File: src/rtl/lpclk_pkg.sv
package lpclk_pkg;

  localparam int NUM_SRC = 3;

  typedef enum logic [1:0] {
    SRC_PRI = 2'd0,
    SRC_RC  = 2'd1,
    SRC_SEC = 2'd2
  } srcId_t;

  typedef struct packed {
    logic       switchEv;
    logic [1:0] newSel;
    logic       holdActive;
  } ctrlStrobe_t;

  function automatic srcId_t decodeSel(input logic [1:0] sel);
    if (sel[0])      return SRC_SEC;
    else if (sel[1]) return SRC_RC;
    else             return SRC_PRI;
  endfunction

  function automatic logic [1:0] legalize(input logic [1:0] req, input logic secEn);
    return {req[1], req[0] & secEn};
  endfunction

endpackage

File: src/rtl/lpclk_ctrl.sv
module lpclk_ctrl
  import lpclk_pkg::*;
(
  input  logic        clk,
  input  logic        rst,
  input  logic        selWrEn,
  input  logic [1:0]  selWrData,
  input  logic        secEnable,
  input  logic [1:0]  selReg,
  input  logic        edgeDone,
  output ctrlStrobe_t strobe,
  output logic        secRunning,
  output logic        startDone,
  output logic        priShutdown
);

  logic [1:0] legalSel;
  logic       switchEv;
  logic       holding;

  always_comb begin
    legalSel = legalize(selWrData, secEnable);
    switchEv = selWrEn && (legalSel != selReg);
  end

  always_ff @(posedge clk) begin
    if (rst) begin
      holding     <= 1'b0;
      secRunning  <= 1'b0;
      startDone   <= 1'b0;
      priShutdown <= 1'b0;
    end else if (switchEv) begin
      holding    <= 1'b1;
      secRunning <= 1'b0;
      if (legalSel[0]) begin
        startDone   <= 1'b0;
        priShutdown <= 1'b1;
      end else begin
        priShutdown <= 1'b0;
      end
    end else if (edgeDone) begin
      holding <= 1'b0;
      if (selReg[0])       secRunning <= 1'b1;
      else if (!selReg[1]) startDone  <= 1'b1;
    end
  end

  always_comb begin
    strobe.switchEv   = switchEv;
    strobe.newSel     = legalSel;
    strobe.holdActive = holding;
  end

  // with the enable low, the stored value never selects the secondary source
  assert_legal_sel_R2: assert property (@(posedge clk) disable iff (rst)
    (selWrEn && !secEnable) |=> !selReg[0]);

  // a write that matches the held value starts no hold
  assert_no_switch_R3: assert property (@(posedge clk) disable iff (rst)
    (selWrEn && (legalSel == selReg) && !holding) |=> !holding);

  // the secondary source running implies the primary is asked to stop
  assert_shutdown_R4: assert property (@(posedge clk) disable iff (rst)
    secRunning |-> priShutdown);

  // a release without a new switch ends the hold
  assert_release_R6: assert property (@(posedge clk) disable iff (rst)
    (edgeDone && !switchEv) |=> !holding);

endmodule

File: src/rtl/lpclk_datapath.sv
module lpclk_datapath
  import lpclk_pkg::*;
#(
  parameter  int EDGE_COUNT = 8,
  parameter  int PHASES     = 4,
  localparam int CNT_W      = (EDGE_COUNT > 1) ? $clog2(EDGE_COUNT) : 1,
  localparam int PH_W       = $clog2(PHASES)
) (
  input  logic               clk,
  input  logic               rst,
  input  logic [NUM_SRC-1:0] srcTick,
  input  ctrlStrobe_t        strobe,
  output logic [1:0]         selReg,
  output logic [PH_W-1:0]    phase,
  output logic               instrAdv,
  output logic               edgeDone
);

  localparam logic [CNT_W-1:0] CNT_LAST = CNT_W'(EDGE_COUNT - 1);
  localparam logic [PH_W-1:0]  PH_LAST  = PH_W'(PHASES - 1);

  logic [NUM_SRC-1:0] tickMask;
  logic               curTick;
  logic [CNT_W-1:0]   edgeCnt;
  srcId_t             activeSrc;

  assign activeSrc = decodeSel(selReg);

  for (genvar g = 0; g < NUM_SRC; g++) begin : gTickSel
    assign tickMask[g] = srcTick[g] && (int'(activeSrc) == g);
  end

  assign curTick  = |tickMask;
  assign edgeDone = strobe.holdActive && !strobe.switchEv && curTick && (edgeCnt == CNT_LAST);

  always_ff @(posedge clk) begin
    if (rst) begin
      selReg   <= 2'b00;
      edgeCnt  <= '0;
      phase    <= '0;
      instrAdv <= 1'b0;
    end else begin
      instrAdv <= 1'b0;
      if (strobe.switchEv) begin
        selReg  <= strobe.newSel;
        edgeCnt <= '0;
        phase   <= '0;
      end else if (strobe.holdActive) begin
        if (curTick) edgeCnt <= edgeDone ? '0 : edgeCnt + 1'b1;
      end else if (curTick) begin
        phase    <= (phase == PH_LAST) ? '0 : phase + 1'b1;
        instrAdv <= (phase == PH_LAST);
      end
    end
  end

  // the phase generator stays in Q1 throughout the hold
  assert_hold_q1_R5: assert property (@(posedge clk) disable iff (rst)
    strobe.holdActive |-> (phase == '0));

  // a switch restarts the edge count
  assert_restart_R7: assert property (@(posedge clk) disable iff (rst)
    strobe.switchEv |=> (edgeCnt == '0));

  // outside the hold, each selected tick steps the phase by one
  assert_phase_step_R8: assert property (@(posedge clk) disable iff (rst)
    (!strobe.holdActive && !strobe.switchEv && curTick) |=>
      (phase == (($past(phase) == PH_LAST) ? '0 : $past(phase) + 1'b1)));

  // an instruction pulse coincides with the return to Q1
  assert_adv_q1_R8: assert property (@(posedge clk) disable iff (rst)
    instrAdv |-> (phase == '0));

endmodule

File: src/rtl/lpclk_switch.sv
module lpclk_switch
  import lpclk_pkg::*;
#(
  parameter  int EDGE_COUNT = 8,
  parameter  int PHASES     = 4,
  localparam int PH_W       = $clog2(PHASES)
) (
  input  logic               clk,
  input  logic               rst,
  input  logic               selWrEn,
  input  logic [1:0]         selWrData,
  input  logic               secEnable,
  input  logic [NUM_SRC-1:0] srcTick,
  output logic [1:0]         selState,
  output logic               priShutdown,
  output logic [PH_W-1:0]    phase,
  output logic               coreHold,
  output logic               instrAdv,
  output logic               secRunning,
  output logic               startDone
);

  ctrlStrobe_t strobe;
  logic        edgeDone;
  logic [1:0]  selReg;

  lpclk_ctrl u_ctrl (
    .clk         (clk),
    .rst         (rst),
    .selWrEn     (selWrEn),
    .selWrData   (selWrData),
    .secEnable   (secEnable),
    .selReg      (selReg),
    .edgeDone    (edgeDone),
    .strobe      (strobe),
    .secRunning  (secRunning),
    .startDone   (startDone),
    .priShutdown (priShutdown)
  );

  lpclk_datapath #(
    .EDGE_COUNT (EDGE_COUNT),
    .PHASES     (PHASES)
  ) u_dp (
    .clk      (clk),
    .rst      (rst),
    .srcTick  (srcTick),
    .strobe   (strobe),
    .selReg   (selReg),
    .phase    (phase),
    .instrAdv (instrAdv),
    .edgeDone (edgeDone)
  );

  assign selState = selReg;
  assign coreHold = strobe.holdActive;

endmodule

File: config.mk
export PLATFORM = sky130hd
export DESIGN_NAME = lpclk_switch
export DESIGN_NICKNAME = d
export VERILOG_FILES = /design/src/rtl/lpclk_pkg.sv /design/src/rtl/lpclk_ctrl.sv /design/src/rtl/lpclk_datapath.sv /design/src/rtl/lpclk_switch.sv
export SDC_FILE = /design/constraint.sdc
export NUM_CORES = 1
export LEC_CHECK = 0
export BUFFER_PORTS_ARGS = -buffer_cell sky130_fd_sc_hd__clkbuf_2
export CAP_MARGIN = 30
export CORE_AREA = 4 4 41 43
export DETAILED_ROUTE_END_ITERATION = 10
export DIE_AREA = 0 0 45 47
export PLACE_DENSITY_LB_ADDON = 0.05
export SLEW_MARGIN = 20
export SYNTH_ARGS = -nofsm -noshare
export SYNTH_HDL_FRONTEND = slang
export SYNTH_SLANG_ARGS = --single-unit
File: constraint.sdc
create_clock -name clk -period 4.4 [get_ports clk]
set_clock_uncertainty 0.05 [all_clocks]
set_input_delay 0.88 -clock clk [delete_from_list [all_inputs] [get_ports clk]]
set_output_delay 0.88 -clock clk [all_outputs]
set_load 0.01 [all_outputs]
# Yosys cells after proc, flatten, opt, wreduce, memory -nomap -nowiden
# Cells that the tools add are included.
[op_classes] bitwise_logic=3 reduce_logical=17 n_addsub=2 muxes=12 n_eq_ne=8
[op_table] op="$mux W1" n=9
[op_table] op="$logic_and A1 B1 Y1" n=7
[op_table] op="$eq A2 B2 Y1 const B" n=3
[op_table] op="$reduce_and A2 Y1" n=3
[op_table] op="$mux W2" n=2
[op_table] op="$ne A2 B2 Y1 const B" n=2
[op_table] op="$reduce_and A4 Y1" n=1
[op_table] op="$reduce_or A4 Y1" n=1
[op_table] op="$add A3 B1 Y3 const B" n=1
[op_table] op="$eq A3 B3 Y1 const B" n=1
[op_table] op="$mux W3" n=1
[op_table] op="$reduce_or A3 Y1" n=1
[op_table] op="$add A2 B1 Y2 const B" n=1
[op_table] op="$logic_not A2 Y1" n=1
[op_table] op="$ne A2 B1 Y1 const B" n=1
[op_table] op="$ne A2 B2 Y1" n=1
[op_table] op="$not A1 Y1" n=2
[op_table] op="$reduce_bool A2 Y1" n=1
[op_table] op="$reduce_or A2 Y1" n=1
[op_table] op="$and A1 B1 Y1" n=1
[op_table] op="$logic_not A1 Y1" n=1
[totals] reg_bits=12 wordCells=50 inputBits=9

# Logic depth before layout (Yosys ltp)
[logic_depth] ltp_word=9 mapped_depth=5

# By module
# From an unflattened synthesis, not the netlist that was laid out.
[hier_totals] hier_cells=70 hier_area_um2=636.9
[by_module_without_submodules] module="lpclk_datapath" area_each_um2=399.1 instances=1 cells_each=42 seq_area_each_um2=160.2
[by_module_without_submodules] module="lpclk_ctrl" area_each_um2=237.7 instances=1 cells_each=28 seq_area_each_um2=80.1

# Least setup slack after synthesis
# Ideal clock, no wire load.
[synth_timing] path_type="input -> register" start="input srcTick[2]" end="register u_dp.edgeCnt[1]" setup_slack_ns=2.613 path_stages=4 required_ns=4.282 arrival_ns=1.670 n_path_buf=0 setup_ns=0.068 cell_sequence="nand2b_1 o211ai_4 or3b_1 a21oi_2"
[synth_between] elab_chain_cells=5 word_cells_on_any_way=6 cone_classes="mux (1); reduce/logical (5)"
[synth_lines] element="from (decl)" line_no="lpclk_switch.sv:13" text="input logic [NUM_SRC-1:0] srcTick,"
[synth_lines] element="$logic_and A1 B1 Y1 *" line_no="lpclk_datapath.sv:30" text="assign tickMask[g] = srcTick[g] && (int'(activeSrc) == g);"
[synth_lines] element="$reduce_or A3 Y1 *" line_no="lpclk_datapath.sv:33" text="assign curTick = |tickMask;"
[synth_lines] element="$logic_and A1 B1 Y1 (2 in a row)" line_no="lpclk_datapath.sv:34" text="assign edgeDone = strobe.holdActive && !strobe.switchEv && curTick && (edgeCnt == CNT_LAST);"
[synth_lines] element="$mux W3" line_no="lpclk_datapath.sv:49" text="if (curTick) edgeCnt <= edgeDone ? '0 : edgeCnt + 1'b1;"
[synth_lines] element="to (signal assigned)" line_no="lpclk_datapath.sv:49"
[synth_lines] element="to (decl)" line_no="lpclk_datapath.sv:24" text="logic [CNT_W-1:0] edgeCnt;"
# Mark *: on every way between the ends. The rest lies on a longest branch, timed or not.
# A chain may end at the register's enable or synchronous reset.

==> out/summary.txt <==
Fmax - 502.5 MHz
Max VDD drop - 149.6 uV
Syn Area/Cell - 9.405 sq um
CTS H-tree depth - 1
Routed vias - 484
Initial antenna violation count - 0
Post-place setup slack - 2.438 ns
Syn Inst Count - 60
Hold_buf cts - 0
Total of max-cap violations - 0
Tot GR Track Use - 12.44%
Register area share after synthesis - 39.02%
CTS tree - done
Area contributors post-synth - dfxtp_1 (39%), ha_1 (6.7%), mux2i_1 (5.3%)
Initial core utilization - 43.37%
Pre-Repair DR Iteration Count - 4
CP peak stage delay - 0.57 ns
Layout cells sized above 1 - 32.91%
Post-CTS Resized - 0
FILL cells - 149
Max-slew violation count - 0
Largest area contributor in the netlist - dfxtp_1
Yosys reg bits - 11
Worst-Skew Late Latency - 0.27 ns
Die area - 2115 sq um
Remaining antenna violation count after routing - 0
Number of I/O port buffers - 17
Static Leak - 0.3014 nW
Clk sink count - 11
Worst hold path type - reg2reg
Pin count of the biggest net entering global routing - 13
Worst Max-Slew Pin Slew - 0.4143 ns
Yosys top cell area share - 39.02%
Synth cell types - 25
Area grow syn2layout - 20.84%
Final setup fails - 0
Gr ovfl total - 0
Status - finished clean
Nets - 92
Critical Path End Type - output port
Synth warn - 0
CTS buffer count - 3
First-pass GRT wire length - 1897 microns
Relative slew slack - 72.34%
CP required - 3.47 ns
Worst Path Buf+Inv - 1
Post-DP HPWL - 833 microns
Crit Path Class - reg2out
Final Hold Vio Count - 0
Most frequent cells in the layout - clkbuf_2 (17), dfxtp_1 (11), nor2_1 (7), nand2_1 (6), a21oi_1 (5)
IO Count - 18
CTS max path bufs - 2
Die width - 45 microns
Multi-input logic area - 320.3 sq um
Max FO, Critical Path - 12
Reg clk slew, reported paths - 0.07 ns
Worst setup SP type - flip-flop
Number of global-route vias before repair - 482
Std cell rows - 13
Crit-path cells - clkbuf_2
Chip height - 47 microns
Post-CTS setup buffers - 0
DR iter-0 viols - 8
DR vias/cell - 5.149
Period Utilization, post-route - 45.23%
Slowest cell on crit path - dfxtp_1
Clock Tree Root - clkbuf_4
Pwr/cell area - 307.3 nW/um^2
Final hold slack - 0.4150 ns
DRC Markers - 0
Cell Area, Synth - 564.3 sq um
Core Region - 1301 sq um
Final worst setup slack - 2.410 ns
Fin Setup TNS - 0 ns
Gp weighted congestion - 0.7262
Final total power - 0.2095 mW
Final Critical Period - 1.990 ns
Critical Path AT - 1.06 ns
N_diodes - 0
Crit path max-delay family - flip-flops
RSZ-0062 raised after global routing - no
DR WL/cell - 11.21 microns
Post-synth net total - 72
Detailed Route WL - 1054 microns
Most common cell after layout, fill and taps aside - clkbuf_2
Register Area - 220.2 sq um
[logic make-up after synthesis]
group           synth area share (%)
fa+ha+maj                      6.653
compound gates                 20.84
xor+xnor                       1.552
buf+inv                        4.212
mux                            7.982
simple gates                   19.74
flops                          39.02
[flip-flops by register name, indices dropped and copies added, names as in the netlist]
name	flops
u_ctrl.secRunning	1
u_ctrl.startDone	1
u_dp.selReg	2
u_dp.edgeCnt	3
u_dp.instrAdv	1
u_dp.phase	2
u_ctrl.holding	1
[final timing paths]
kind,start,to,slack (ns),depth (start not counted)
hold / removal,u_dp.edgeCnt[1],u_dp.edgeCnt[1],0.42,2
setup / recovery,u_dp.selReg[0],priShutdown,2.41,1
setup reg to reg,u_dp.selReg[0],u_ctrl.secRunning,2.81,4
hold reg to reg,u_dp.edgeCnt[1],u_dp.edgeCnt[1],0.42,2
[per-layer routing]
metal / GRT usage (%) / vias up / part of all wire [%]
met1: 13.99 / 214 / 45
met3: 6.130 / 3 / 9.2
met5: 0 / - / 0
met4: 5.263 / 0 / 1.5
met2: 20.06 / 17 / 44
li1: - / 250 / -
[report_power, final]
part           internal (mW)  total, mW  leakage (nW)  switching, mW
combinational         0.0152     0.0315         0.197         0.0163
clock                 0.0352     0.0695        0.0150         0.0343
sequential             0.103      0.109        0.0895        0.00531
[through the flow]
stage          util [%]  instance area (sq um)  std cells
3_5_place_dp      50.38                  655.6         90
3_3_place_gp      50.38                  655.6         90
5_1_grt           52.40                  681.9         94
2_1_floorplan         -                  564.3         60
4_1_cts           52.40                  681.9         94
6_report          52.40                  681.9         94
[Yosys cell counts]
| master | instances |
|---|---|
| dfxtp_1 | 11 |
| nor2_1 | 7 |
| a21oi_1 | 5 |
| o211ai_4 | 1 |
| o211a_1 | 1 |
| buf_2 | 1 |
| inv_1 | 3 |
| o211ai_1 | 1 |
| nand2b_1 | 2 |
| a21oi_2 | 2 |
| or3_1 | 1 |
| nand3_1 | 2 |
| nand2_1 | 6 |
| mux2_4 | 1 |
| ha_1 | 3 |
| buf_4 | 1 |
| o32ai_1 | 1 |
| or3b_1 | 2 |
| mux2i_1 | 3 |
| a21bo_2 | 1 |
| nor4b_1 | 1 |
| nand3b_1 | 1 |
| a31o_2 | 1 |
| xnor2_1 | 1 |
| a41oi_1 | 1 |
[cell type report]
type / count / area share (%)
inverter: 3 / 1.651
clock buffer: 4 / 3.853
timing repair buffer: 17 / 12.48
multi-input combinational: 44 / 46.97
tap: 15 / 2.752
sequential: 11 / 32.29
Note: power is estimated with default switching activity, not from simulation.
